--- src/rtl/apwm_pkg.sv ---
package apwm_pkg;
  typedef enum logic [1:0] {
    FLD_PERIOD = 2'd0,
    FLD_WIDTH  = 2'd1,
    FLD_OFFSET = 2'd2,
    FLD_CTRL   = 2'd3
  } apwm_field_e;

  localparam int CTRL_LOAD_BIT = 0;
  localparam int CTRL_SYNC_BIT = 1;
endpackage

--- src/rtl/apwm_sync_edge.sv ---
module apwm_sync_edge (
  input  logic clk,
  input  logic rst_n,
  input  logic sync_in,
  output logic sync_evt
);
  logic sync_q;

  always_ff @(posedge clk) begin
    if (!rst_n) sync_q <= 1'b0;
    else        sync_q <= sync_in;
  end

  assign sync_evt = sync_in && !sync_q;
endmodule

--- src/rtl/apwm_channel.sv ---
module apwm_channel #(
  parameter int CNT_W = 8
) (
  input  logic             clk,
  input  logic             rst_n,
  input  logic             restart,
  input  logic             drain,
  input  logic [CNT_W-1:0] sh_per,
  input  logic [CNT_W-1:0] sh_wid,
  input  logic [CNT_W-1:0] sh_off,
  output logic             pwm,
  output logic             running,
  output logic             period_end
);
  logic [CNT_W-1:0] cnt_q, act_per, act_wid, act_off;
  logic             run_q;

  function automatic logic at_last(input logic [CNT_W-1:0] c, input logic [CNT_W-1:0] p);
    return ({1'b0, c} + {{CNT_W{1'b0}}, 1'b1}) >= {1'b0, p};
  endfunction

  function automatic logic level_at(input logic [CNT_W-1:0] c, input logic [CNT_W-1:0] p,
                                    input logic [CNT_W-1:0] w, input logic [CNT_W-1:0] o);
    if (w == '0)  return 1'b0;
    if (w >= p)   return 1'b1;
    return ({1'b0, c} >= {1'b0, o}) && ({1'b0, c} < ({1'b0, o} + {1'b0, w}));
  endfunction

  assign period_end = run_q && at_last(cnt_q, act_per);

  always_ff @(posedge clk) begin
    if (!rst_n) begin
      run_q   <= 1'b0;
      cnt_q   <= '0;
      act_per <= '0;
      act_wid <= '0;
      act_off <= '0;
    end else if (restart) begin
      run_q   <= 1'b1;
      cnt_q   <= '0;
      act_per <= sh_per;
      act_wid <= sh_wid;
      act_off <= sh_off;
    end else if (run_q) begin
      if (period_end) begin
        cnt_q <= '0;
        if (drain) run_q <= 1'b0;
      end else begin
        cnt_q <= cnt_q + 1'b1;
      end
    end
  end

  assign pwm     = run_q && level_at(cnt_q, act_per, act_wid, act_off);
  assign running = run_q;

  // a channel only stops at the end of a period while draining
  assert_stop_at_wrap_R5: assert property (@(posedge clk) disable iff (!rst_n)
    $fell(run_q) |-> $past(period_end && drain));
  // a channel only starts on the common restart
  assert_no_early_start_R7: assert property (@(posedge clk) disable iff (!rst_n)
    $rose(run_q) |-> $past(restart));
  // active settings do not move without a restart
  assert_active_stable_R3: assert property (@(posedge clk) disable iff (!rst_n)
    !restart |=> $stable(act_per) && $stable(act_wid) && $stable(act_off));
  // zero width never drives high
  assert_zero_width_low_R2: assert property (@(posedge clk) disable iff (!rst_n)
    (act_wid == '0) |-> !pwm);
endmodule

--- src/rtl/apwm_reload_ctrl.sv ---
module apwm_reload_ctrl (
  input  logic clk,
  input  logic rst_n,
  input  logic load_req,
  input  logic cfg_wr,
  input  logic cfg_sync_en,
  input  logic all_stopped,
  input  logic sync_evt,
  output logic pending,
  output logic sync_en,
  output logic restart
);
  logic pend_q, sync_en_q;

  always_ff @(posedge clk) begin
    if (!rst_n) begin
      pend_q    <= 1'b0;
      sync_en_q <= 1'b0;
    end else begin
      if (cfg_wr) sync_en_q <= cfg_sync_en;
      if (restart)       pend_q <= 1'b0;
      else if (load_req) pend_q <= 1'b1;
    end
  end

  assign restart = pend_q && all_stopped && (!sync_en_q || sync_evt);
  assign pending = pend_q;
  assign sync_en = sync_en_q;

  // busy holds until the restart edge
  assert_hold_busy_R4: assert property (@(posedge clk) disable iff (!rst_n)
    pend_q && !restart |=> pend_q);
endmodule

--- src/rtl/aligned_pwm.sv ---
module aligned_pwm
  import apwm_pkg::*;
#(
  parameter int NUM_CH = 3,
  parameter int CNT_W  = 8,
  localparam int CH_W  = (NUM_CH > 1) ? $clog2(NUM_CH) : 1
) (
  input  logic              clk,
  input  logic              rst_n,
  input  logic              wr_en,
  input  logic [CH_W-1:0]   wr_ch,
  input  logic [1:0]        wr_field,
  input  logic [CNT_W-1:0]  wr_data,
  input  logic              sync_in,
  output logic [NUM_CH-1:0] pwm_out,
  output logic              busy
);
  logic [CNT_W-1:0]  sh_per [NUM_CH];
  logic [CNT_W-1:0]  sh_wid [NUM_CH];
  logic [CNT_W-1:0]  sh_off [NUM_CH];
  logic [NUM_CH-1:0] running, period_end;
  logic              sync_evt, restart, sync_en, all_stopped;
  logic              cfg_wr, load_req;

  assign cfg_wr      = wr_en && (apwm_field_e'(wr_field) == FLD_CTRL);
  assign load_req    = cfg_wr && wr_data[CTRL_LOAD_BIT];
  assign all_stopped = ~|running;

  apwm_sync_edge u_sync (
    .clk(clk), .rst_n(rst_n), .sync_in(sync_in), .sync_evt(sync_evt)
  );

  apwm_reload_ctrl u_ctrl (
    .clk(clk), .rst_n(rst_n), .load_req(load_req), .cfg_wr(cfg_wr),
    .cfg_sync_en(wr_data[CTRL_SYNC_BIT]), .all_stopped(all_stopped),
    .sync_evt(sync_evt), .pending(busy), .sync_en(sync_en), .restart(restart)
  );

  for (genvar i = 0; i < NUM_CH; i++) begin : g_ch
    logic sel;
    assign sel = wr_en && (wr_ch == CH_W'(i));

    always_ff @(posedge clk) begin
      if (!rst_n) begin
        sh_per[i] <= '0;
        sh_wid[i] <= '0;
        sh_off[i] <= '0;
      end else if (sel) begin
        case (apwm_field_e'(wr_field))
          FLD_PERIOD: sh_per[i] <= wr_data;
          FLD_WIDTH:  sh_wid[i] <= wr_data;
          FLD_OFFSET: sh_off[i] <= wr_data;
          default: ;
        endcase
      end
    end

    apwm_channel #(.CNT_W(CNT_W)) u_chan (
      .clk(clk), .rst_n(rst_n), .restart(restart), .drain(busy),
      .sh_per(sh_per[i]), .sh_wid(sh_wid[i]), .sh_off(sh_off[i]),
      .pwm(pwm_out[i]), .running(running[i]), .period_end(period_end[i])
    );
  end

  // all channels run together right after a restart
  assert_aligned_start_R6: assert property (@(posedge clk) disable iff (!rst_n)
    restart |=> &running);
  // busy only drops once every channel has stopped
  assert_drained_first_R5: assert property (@(posedge clk) disable iff (!rst_n)
    $fell(busy) |-> $past(all_stopped));
  // with sync enabled the restart needs a sync edge
  assert_sync_gate_R8: assert property (@(posedge clk) disable iff (!rst_n)
    $fell(busy) && $past(sync_en) |-> $past(sync_evt));
  // busy only rises on a load request
  assert_busy_cause_R4: assert property (@(posedge clk) disable iff (!rst_n)
    $rose(busy) |-> $past(load_req));
endmodule

--- config.mk ---
export PLATFORM = sky130hd
export DESIGN_NAME = aligned_pwm
export DESIGN_NICKNAME = d
export VERILOG_FILES = /design/src/rtl/apwm_pkg.sv /design/src/rtl/apwm_sync_edge.sv /design/src/rtl/apwm_channel.sv /design/src/rtl/apwm_reload_ctrl.sv /design/src/rtl/aligned_pwm.sv
export SDC_FILE = /design/constraint.sdc
export NUM_CORES = 1
export LEC_CHECK = 0
export ABC_AREA = 1
export BUFFER_PORTS_ARGS = -buffer_cell sky130_fd_sc_hd__buf_2
export CORE_AREA = 5 5 140 142
export CTS_CLUSTER_SIZE = 16
export DETAILED_ROUTE_END_ITERATION = 6
export DIE_AREA = 0 0 145 147
export PLACE_DENSITY = 0.73
export SYNTH_ARGS = -nofsm -noshare
export SYNTH_HDL_FRONTEND = slang
export SYNTH_SLANG_ARGS = --single-unit
--- constraint.sdc ---
create_clock -name clk -period 2.77 [get_ports clk]
set_input_delay 0.4155 -clock clk [delete_from_list [all_inputs] [get_ports clk]]
set_output_delay 0.4155 -clock clk [all_outputs]
set_load 0.005 [all_outputs]
Word level (Yosys, flattened, before mapping)
Memory sizes are Yosys's and may differ from the RTL's. A register that Yosys moved wholly into a read port is not among the register bits.
Cells that the tools add are included.

storage, ports and cells
  bits in registers = 30
  bits in writable memories = 72
  input port bits = 16
  logic and storage cells = 159
  memories kept = 3

memories
  memory  words  bits a word  rd ports  clocked after Yosys merged registers in  write ports  line               source
  sh_off  3      8            3         3                                        3            aligned_pwm.sv:20  logic [CNT_W-1:0] sh_off [NUM_CH];
  sh_per  3      8            3         3                                        3            aligned_pwm.sv:18  logic [CNT_W-1:0] sh_per [NUM_CH];
  sh_wid  3      8            3         3                                        3            aligned_pwm.sv:19  logic [CNT_W-1:0] sh_wid [NUM_CH];

cells by class
  add/sub/neg operators = 9
  $lt $le $gt $ge = 12
  equality and inequality tests = 5
  muxes and demuxes = 74
  bitwise logic cells = 10
  reductions and logical operators = 37

operator list
  operator               count
  $mux W8                12
  $mux W1                62
  $ge A8 B8 Y1           6
  $add A8 B1 Y9 const B  3
  $add A8 B8 Y9          3
  $ge A9 B8 Y1           3
  $lt A8 B9 Y1           3
  $add A8 B1 Y8 const B  3
  $logic_not A8 Y1       3
  $logic_and A1 B1 Y1    17
  $logic_not A1 Y1       12
  $or A1 B1 Y1           9
  $eq A2 B2 Y1 const B   3
  $eq A2 B1 Y1 const B   2
  $logic_not A2 Y1       2
  $reduce_or A3 Y1       1
  $reduce_or A2 Y1       1
  $logic_or A1 B1 Y1     1
  $not A1 Y1             1

Depth between registers and ports, before layout
Gate-level depths: netlist (run 1).

  depth after elaboration = 6
  mapped depth = 18
  mapped depth without buffers = 17

Hierarchy
From an unflattened synthesis (run 1), not the netlist that was laid out.

second synthesis, totals
  cells, all modules = 1186
  area, all modules = 9919.5 sq um

by module, submodules not included
  module            instances  cells each  area each (sq um)  seq. area each (sq um)
  apwm_channel      3          323         2353.5             660.6
  aligned_pwm       1          201         2740.1             2162.1
  apwm_reload_ctrl  1          11          81.3               40.0
  apwm_sync_edge    1          5           37.5               20.0

Least setup slack after synthesis (run 1)
Ideal clock, no wire load.

  path type = flip-flop to output port
  start = register g_ch[1].u_chan.act_off[0], read port of sh_off
  end = output pwm_out[1]
  arrival time = 2463 ps
  data required time = 2355 ps
  slack = -108 ps
  cell stages (with the launch flop) = 18
  path through = dfxtp_1 > ha_1 > inv_1 > fa_1 > o21ai_0 > a31oi_1 > xor2_1 > ha_1 > nand2_1 > inv_1 > nand2_1 > nand2_1 > nand2_1 > nand2_1 > nand2_1 > nand2_1 > a21oi_1 > buf_4

between the ends
  word-level cells in the longest chain between the ends = 6

ends and longest elaborated chain
  what                   line                source
  start: declaration     apwm_channel.sv:15  logic [CNT_W-1:0] cnt_q, act_per, act_wid, act_off;
  $add A8 B8 Y9          apwm_channel.sv:26  return ({1'b0, c} >= {1'b0, o}) && ({1'b0, c} < ({1'b0, o} + {1'b0, w}));
  $lt A8 B9 Y1           apwm_channel.sv:26
  $logic_and A1 B1 Y1 *  apwm_channel.sv:26
  $mux W1 *              apwm_channel.sv:26
  $mux W1 *              apwm_channel.sv:25  if (w >= p) return 1'b1;
  $logic_and A1 B1 Y1 *  apwm_channel.sv:54  assign pwm = run_q && level_at(cnt_q, act_per, act_wid, act_off);
  end: declaration       aligned_pwm.sv:15   output logic [NUM_CH-1:0] pwm_out,

Every way passes the cells marked *; elsewhere a longest branch is shown, timed or not.

Worst setup path in the final report (run 1)
  start = register g_ch[0].u_chan.act_off[0], read port of sh_off
  end = output pwm_out[0]

between the ends
  word-level cells in the longest chain between the ends = 6

ends and longest elaborated chain
  what                   line
  start: declaration     apwm_channel.sv:15
  $add A8 B8 Y9          apwm_channel.sv:26
  $lt A8 B9 Y1           apwm_channel.sv:26
  $logic_and A1 B1 Y1 *  apwm_channel.sv:26
  $mux W1 *              apwm_channel.sv:26
  $mux W1 *              apwm_channel.sv:25
  $logic_and A1 B1 Y1 *  apwm_channel.sv:54

Marks and branches as above.

==> flow_metrics.py, run 1 <==
metrics = {
    "outcome": {
        "outcome": "complete, but fails checks",
        "violations": "setup timing",
    },
    "global_route": {
        "grt_max_degree": 121,
        "antenna_found_initial": 0,
        "gr-usage-all-layers_pct": 20.2,
        "grt-ovfl-total": 0,
        "first_global_vias": 7356,
        "grt_pass1_wl_um": 35100,
    },
    "run": {
        "cap_violations": 0,
    },
    "floorplan": {
        "num_io_pins": 20,
        "rows": 50,
        "dieArea_um2": 21300,
        "fp.dieH_um": 147,
        "coreArea_um2": 18300,
        "initial_core_util_pct": 53.7,
        "fp.dieW_um": 145,
    },
    "clocking": {
        "cts_buffers": 17,
        "clock-sinks": 174,
        "cts_hold_buffers": 0,
        "clockBufferDepth": 2,
        "worstSkewPairLatency_ns": 0.43,
        "cts.clk_slew.worst_paths_ns": 0.07,
        "h-tree-depth": 4,
        "clockRootBuffer": "clkbuf_16",
        "cts_tree": "built",
    },
    "timing": {
        "fin_setup_tns_ns": -1.15,
        "finalClockSkew_ns": 0.00781,
        "finalWorstSetupSlack_ns": -0.407,
        "period_needed_ns": 3.18,
        "maxSlewHeadroom_pct": 30.4,
        "rsz0062_at_grt": "yes",
        "fin_crit_sh_pct": 115,
        "tightest_slew_ns": 1.03,
        "slew_violations": 0,
        "holdWs_ns": 0.215,
        "fmax_ghz": 0.315,
        "setup_viol": 3,
        "hold_viol": 0,
    },
    "yosys": {
        "async_flop_share_pct": 0,
        "syn_area_um2": 9850,
        "synth-seq-cells": 174,
        "yosysUniqueCellTypes": 35,
        "synth_edf_count": 72,
        "yosys-top-cells-count": "nand2_1 (174), nor2_1 (162), inv_1 (138)",
        "ys.flop_type": "dfxtp_1",
        "synth_top_area_share_pct": 22.0,
        "ys_seq_area_share_pct": 42.7,
        "synth.avg_cell_area_um2": 8.45,
        "netlist_instances": 1166,
        "yosysMostFrequentCell": "nand2_1",
        "yosys_warnings": 0,
        "netlist_top_cells_area": "edfxtp_1 (22%), dfxtp_1 (21%), ha_1 (15%)",
        "syn_nets": 1305,
        "synth_largest_area_cell": "edfxtp_1",
    },
    "cells_and_area": {
        "drive_gt1_share_pct": 10.6,
        "nFillCells": 1552,
        "area_growth_pct": 11.9,
        "antenna-diode-count": 0,
        "nNetsFinal": 1350,
        "final_area_um2": 11000,
        "final_cells": 1458,
    },
    "power_and_ir_drop": {
        "clkPwrFrac_pct": 39.2,
        "swShare_pct": 27.8,
        "p_seq_share_pct": 46.5,
        "powerDensity_nw_per_um2": 557,
        "peakVddDrop_uv": 638,
        "p_comb_share_pct": 14.3,
        "p_int_mw": 4.43,
        "p_leak_nw": 4.77,
        "switchingPower_mw": 1.71,
    },
    "drt": {
        "firstDrtPassIters": 5,
        "wl_um": 21400,
        "drt_iter0_markers": 428,
        "wire_per_inst_um": 14.7,
        "dr_total_vias": 7748,
        "viasPerCell": 5.31,
        "ant_nets": 0,
        "drc": 0,
    },
    "placement": {
        "dp.cells": 1422,
        "place.gp.congestion": 0.866,
        "placed_area_um2": 10300,
        "dp_hpwl_um": 15500,
        "io_buffers": 19,
    },
    "worst_setup_path": {
        "r2r_cells": 12,
        "arrival_ns": 2.76,
        "crit_fanout": 3,
        "start_kind": "register",
        "worstSetupEndpointType": "output pin",
        "worst_ep_required_time_ns": 2.35,
        "worstSetupPathType": "register to output pin",
    },
    "hold_path": {
        "holdPathStages": 3,
        "hp-class": "primary input to register",
    },
}
power groups by stage:
stage	clock [mW]	sequential [mW]	combinational, mW
2_1_floorplan	0	2.89	0.638
3_3_place_gp	0	2.91	0.822
3_5_place_dp	0	2.91	0.846
4_1_cts	2.44	2.85	0.864
5_1_grt	2.57	2.86	1.01
6_report	2.41	2.85	0.875
layout make-up:
| type | instances | area [µm²] | share of cell area (%) |
|---|---|---|---|
| clock buffer | 18 | 439 | 3.98 |
| clock inverter | 14 | 164 | 1.49 |
| inverter | 147 | 552 | 5.01 |
| multi-input combinational | 811 | 4960 | 45.0 |
| sequential | 174 | 4210 | 38.2 |
| tap | 234 | 293 | 2.66 |
| timing repair buffer | 60 | 403 | 3.66 |
sequential cells by signal (all words and copies together), names as in the netlist:
signal               cells
sh_off                  24
g_ch.u_chan.cnt_q       24
g_ch.u_chan.act_wid     24
u_ctrl.sync_en           1
g_ch.u_chan.act_off     24
sh_wid                  24
u_sync.sync_q            1
g_ch.u_chan.act_per     24
u_ctrl.pending           1
g_ch.u_chan.running      3
sh_per                  24
layer usage:
layer  GRT usage (%)  up-vias  share of wire [%]
met5               0        -                  0
met4            7.25        0                2.3
met3            3.79       35                5.0
met2            34.2      190                 48
met1            25.9     3518                 45
li1                -     4005                  -
cell usage in the layout, fill, tap and decap left out, drive strengths merged, types with 2 or more instances in the layout:
master   Yosys  layout
nand2      175     175
nor2       162     162
inv        139     147
ha         120     120
a21oi      116     116
o21ai      103     103
dfxtp      102     102
edfxtp      72      72
buf         19      60
nand3       31      31
xor2        26      26
nor3        18      18
clkbuf      15      18
clkinv       8      13
nand4       10      10
xnor2        7       7
nor4         7       7
o21bai       6       6
a31oi        6       6
o211ai       4       4
or2          4       4
o311ai       3       3
o2111ai      3       3
o21a         3       3
fa           3       3
mux2i        2       2
stage by stage:
| step | worst slack [ns] | total power, mW | util, % |
|---|---|---|---|
| 2_1_floorplan | -0.00936 | 3.53 | - |
| 3_3_place_gp | -0.122 | 3.73 | 56.0 |
| 3_5_place_dp | -0.207 | 3.75 | 56.0 |
| 4_1_cts | -0.411 | 6.15 | 59.8 |
| 5_1_grt | -0.626 | 6.44 | 60.1 |
| 6_report | -0.407 | 6.14 | 60.1 |
timing repair:
action / in CTS / in global routing
endpoints found under the setup margin: 3 / 4
buffers inserted: 3 / 1
gates resized for setup: 25 / 12
endpoints found under the hold margin: 0 / 0
pin swaps: 18 / 7
cells by family (layout without fill, tap and decap cells):
kind of cell / Yosys count / in the layout / share of synthesized area (%)
DFF: 174 / 174 / 42.7
buffers and inverters: 181 / 239 / 8.26
and+or+nand+nor: 408 / 408 / 16.9
xor gates and xnor gates: 33 / 33 / 2.94
AOI/OAI and AO/OA: 245 / 245 / 13.1
adders and majority gates: 123 / 123 / 15.9
muxes: 2 / 2 / 0.203
path summary, 6_finish.rpt:
| check | startpoint | endpoint | slack (ns) |
|---|---|---|---|
| worst max-delay path | g_ch[0].u_chan.act_off[0] | pwm_out[0] | -0.41 |
| worst min-delay path | sync_in | u_sync.sync_q | 0.22 |
| worst max register to register | g_ch[0].u_chan.cnt_q[1] | g_ch[0].u_chan.cnt_q[7] | 0.26 |
| worst min register to register | sh_wid[0][3] | g_ch[0].u_chan.act_wid[3] | 0.48 |
critical path: stages (launching register included):
cell	delay [ns]
dfxtp_2	0.36
ha_4	0.14
inv_2	0.03
fa_2	0.36
o21ai_4	0.19
a31oi_1	0.11
xor2_1	0.15
ha_1	0.29
a21oi_1	0.16
nand2_1	0.06
nand2_1	0.06
nand2_1	0.04
nand2_1	0.06
nand2_2	0.06
a21oi_2	0.13
buf_2	0.12
(Power assumes the default switching activity.)
==> inputs of run 2 (changes only) <==
PLACE_DENSITY = not set   (was 0.73)
PLACE_DENSITY_LB_ADDON = 0.15   (was not set)
==> run 2 against run 1 <==
Compared with the run above: combinational power is 1% lower; highest routed layer unchanged; largest cell class unchanged; critical path depth is 1 higher; hold slack worse by 0.027 ns; global-route usage is 0.60 points higher; the run still ends with setup timing left; final cell count is 0.34% higher; maximum frequency is 0.92% lower.
==> flow_metrics.py, run 2 (synthesized netlist as in run 1, its figures left out) <==
metrics = {
    "worst_setup_path": {
        "rr_startpoint": "g_ch[1].u_chan.cnt_q[1]",
        "arrival_ns": 2.79,
        "max_stage_delay_ns": 0.36,
        "critPathMostFrequentCell": "nand2_1",
        "crit_start": "g_ch[2].u_chan.act_wid[0]",
        "crit_fanout": 3,
        "crit_buf_inv": 2,
        "start_kind": "register",
        "worstSetupPathType": "register to output pin",
        "slowest_stage": "dfxtp_2",
        "cp_cell_sequence": "ha_4, inv_2, fa_2, o21ai_4, xor2_1, ha_1, a21oi_1, nand3_2, nand2_1, nand2_1, nand2_1, nand2_1, nand2_1, nand2_1, a21oi_1, buf_2",
        "worst_ep_required_time_ns": 2.35,
        "path_delay_family": "adder cells",
        "worstSetupEndpointType": "output pin",
    },
    "run": {
        "cap_violations": 0,
    },
    "timing": {
        "period_needed_ns": 3.21,
        "fin_crit_sh_pct": 116,
        "finalWorstSetupSlack_ns": -0.436,
        "hold_viol": 0,
        "holdWs_ns": 0.188,
        "setup_viol": 3,
        "finalClockSkew_ns": 0.00663,
        "rsz0062_at_grt": "yes",
        "fmax_ghz": 0.312,
        "slew_violations": 0,
        "maxSlewHeadroom_pct": 32.2,
        "tightest_slew_ns": 1.01,
    },
    "drt": {
        "drc": 0,
        "ant_nets": 0,
        "wl_um": 21600,
        "wire_per_inst_um": 14.8,
        "firstDrtPassIters": 5,
        "drt_iter0_markers": 460,
        "dr_total_vias": 7722,
        "viasPerCell": 5.28,
    },
    "placement": {
        "pre_cts_ws_ns": -0.194,
        "io_buffers": 19,
        "dp_hpwl_um": 16100,
        "dp.cells": 1428,
        "place.gp.congestion": 0.898,
    },
    "clocking": {
        "clockBufferDepth": 2,
        "clock-sinks": 174,
        "cts_tree": "built",
        "cts.clk_slew.worst_paths_ns": 0.07,
        "h-tree-depth": 4,
        "cts_hold_buffers": 0,
        "worstSkewPairLatency_ns": 0.43,
        "cts_buffers": 17,
        "clockRootBuffer": "clkbuf_16",
    },
    "global_route": {
        "grt-ovfl-total": 0,
        "grt_pass1_wl_um": 35900,
        "grt_max_degree": 55,
        "first_global_vias": 7333,
        "antenna_found_initial": 0,
        "gr-usage-all-layers_pct": 20.8,
    },
    "floorplan": {
        "fp.dieH_um": 147,
        "num_io_pins": 20,
        "dieArea_um2": 21300,
        "rows": 50,
        "initial_core_util_pct": 53.7,
        "coreArea_um2": 18300,
        "fp.dieW_um": 145,
    },
    "hold_path": {
        "min_from": "sync_in",
        "hp-class": "primary input to register",
    },
    "cells_and_area": {
        "multi_input_area_um2": 4920,
        "final_common_cell": "nand2_1",
        "ff_latch_area_um2": 4210,
        "final_cell_mix": "nand2_1 (174), nor2_1 (162), inv_1 (136), ha_1 (117), a21oi_1 (112)",
        "antenna-diode-count": 0,
        "area_growth_pct": 11.4,
        "drive_gt1_share_pct": 10.3,
        "nNetsFinal": 1355,
        "final_cells": 1463,
        "nFillCells": 1688,
    },
    "power_and_ir_drop": {
        "powerDensity_nw_per_um2": 546,
        "peakVddDrop_uv": 469,
        "p_leak_nw": 4.77,
        "design_power_total_mw": 5.99,
    },
    "outcome": {
        "outcome": "complete, but fails checks",
        "violations": "setup timing",
    },
}
## run 2: routing by layer
metal | part of all wire, % | track usage (%) | vias to the layer above
li1 | - | - | 4006
met1 | 46 | 27.4 | 3529
met2 | 47 | 34.8 | 149
met3 | 4.3 | 3.33 | 38
met4 | 2.7 | 7.39 | 0
met5 | 0 | 0 | -
## run 2: timing repair
action / in CTS / in global routing
buffers inserted: 3 / 0
endpoints found under the setup margin: 3 / 3
cloned: 0 / 0
resized for setup: 24 / 4
pin swaps: 12 / 1
## run 2: worst min-delay path: cells and delay by family
family                 cells  cell delay, ns
buffers and inverters      2            0.13
AND/OR/NAND/NOR            1            0.05
## run 2: final timing paths
kind | endpoint | slack [ns] | cells past startpoint
hold reg to reg | g_ch[0].u_chan.act_wid[5] | 0.48 | 2
setup / recovery | pwm_out[2] | -0.44 | 16
hold / removal | u_sync.sync_q | 0.19 | 3
setup reg to reg | g_ch[1].u_chan.cnt_q[1] | 0.39 | 14
## run 2: cell type report
type,count,share of cell area [%]
Clock buffer,18,3.91
Timing Repair Buffer,65,4.01
Clock inverter,14,1.13
Tap cell,234,2.67
Sequential cell,174,38.4
Multi-Input combinational cell,811,44.9
Inverter,147,5.03
## run 2: report_power, final
part / switching (mW) / internal (mW)
combinational: 0.541 / 0.324
clock: 1.08 / 1.19
sequential: 0.0652 / 2.79
## run 2: metrics by stage
stage          area, µm²  setup TNS, ns  utilization [%]
3_5_place_dp       10300         -0.434             56.2
6_report           11000          -1.21             59.9
2_1_floorplan       9850       -0.00936                -
5_1_grt            11000          -1.77             59.9
3_3_place_gp       10300         -0.191             56.2
4_1_cts            11000          -1.22             59.8
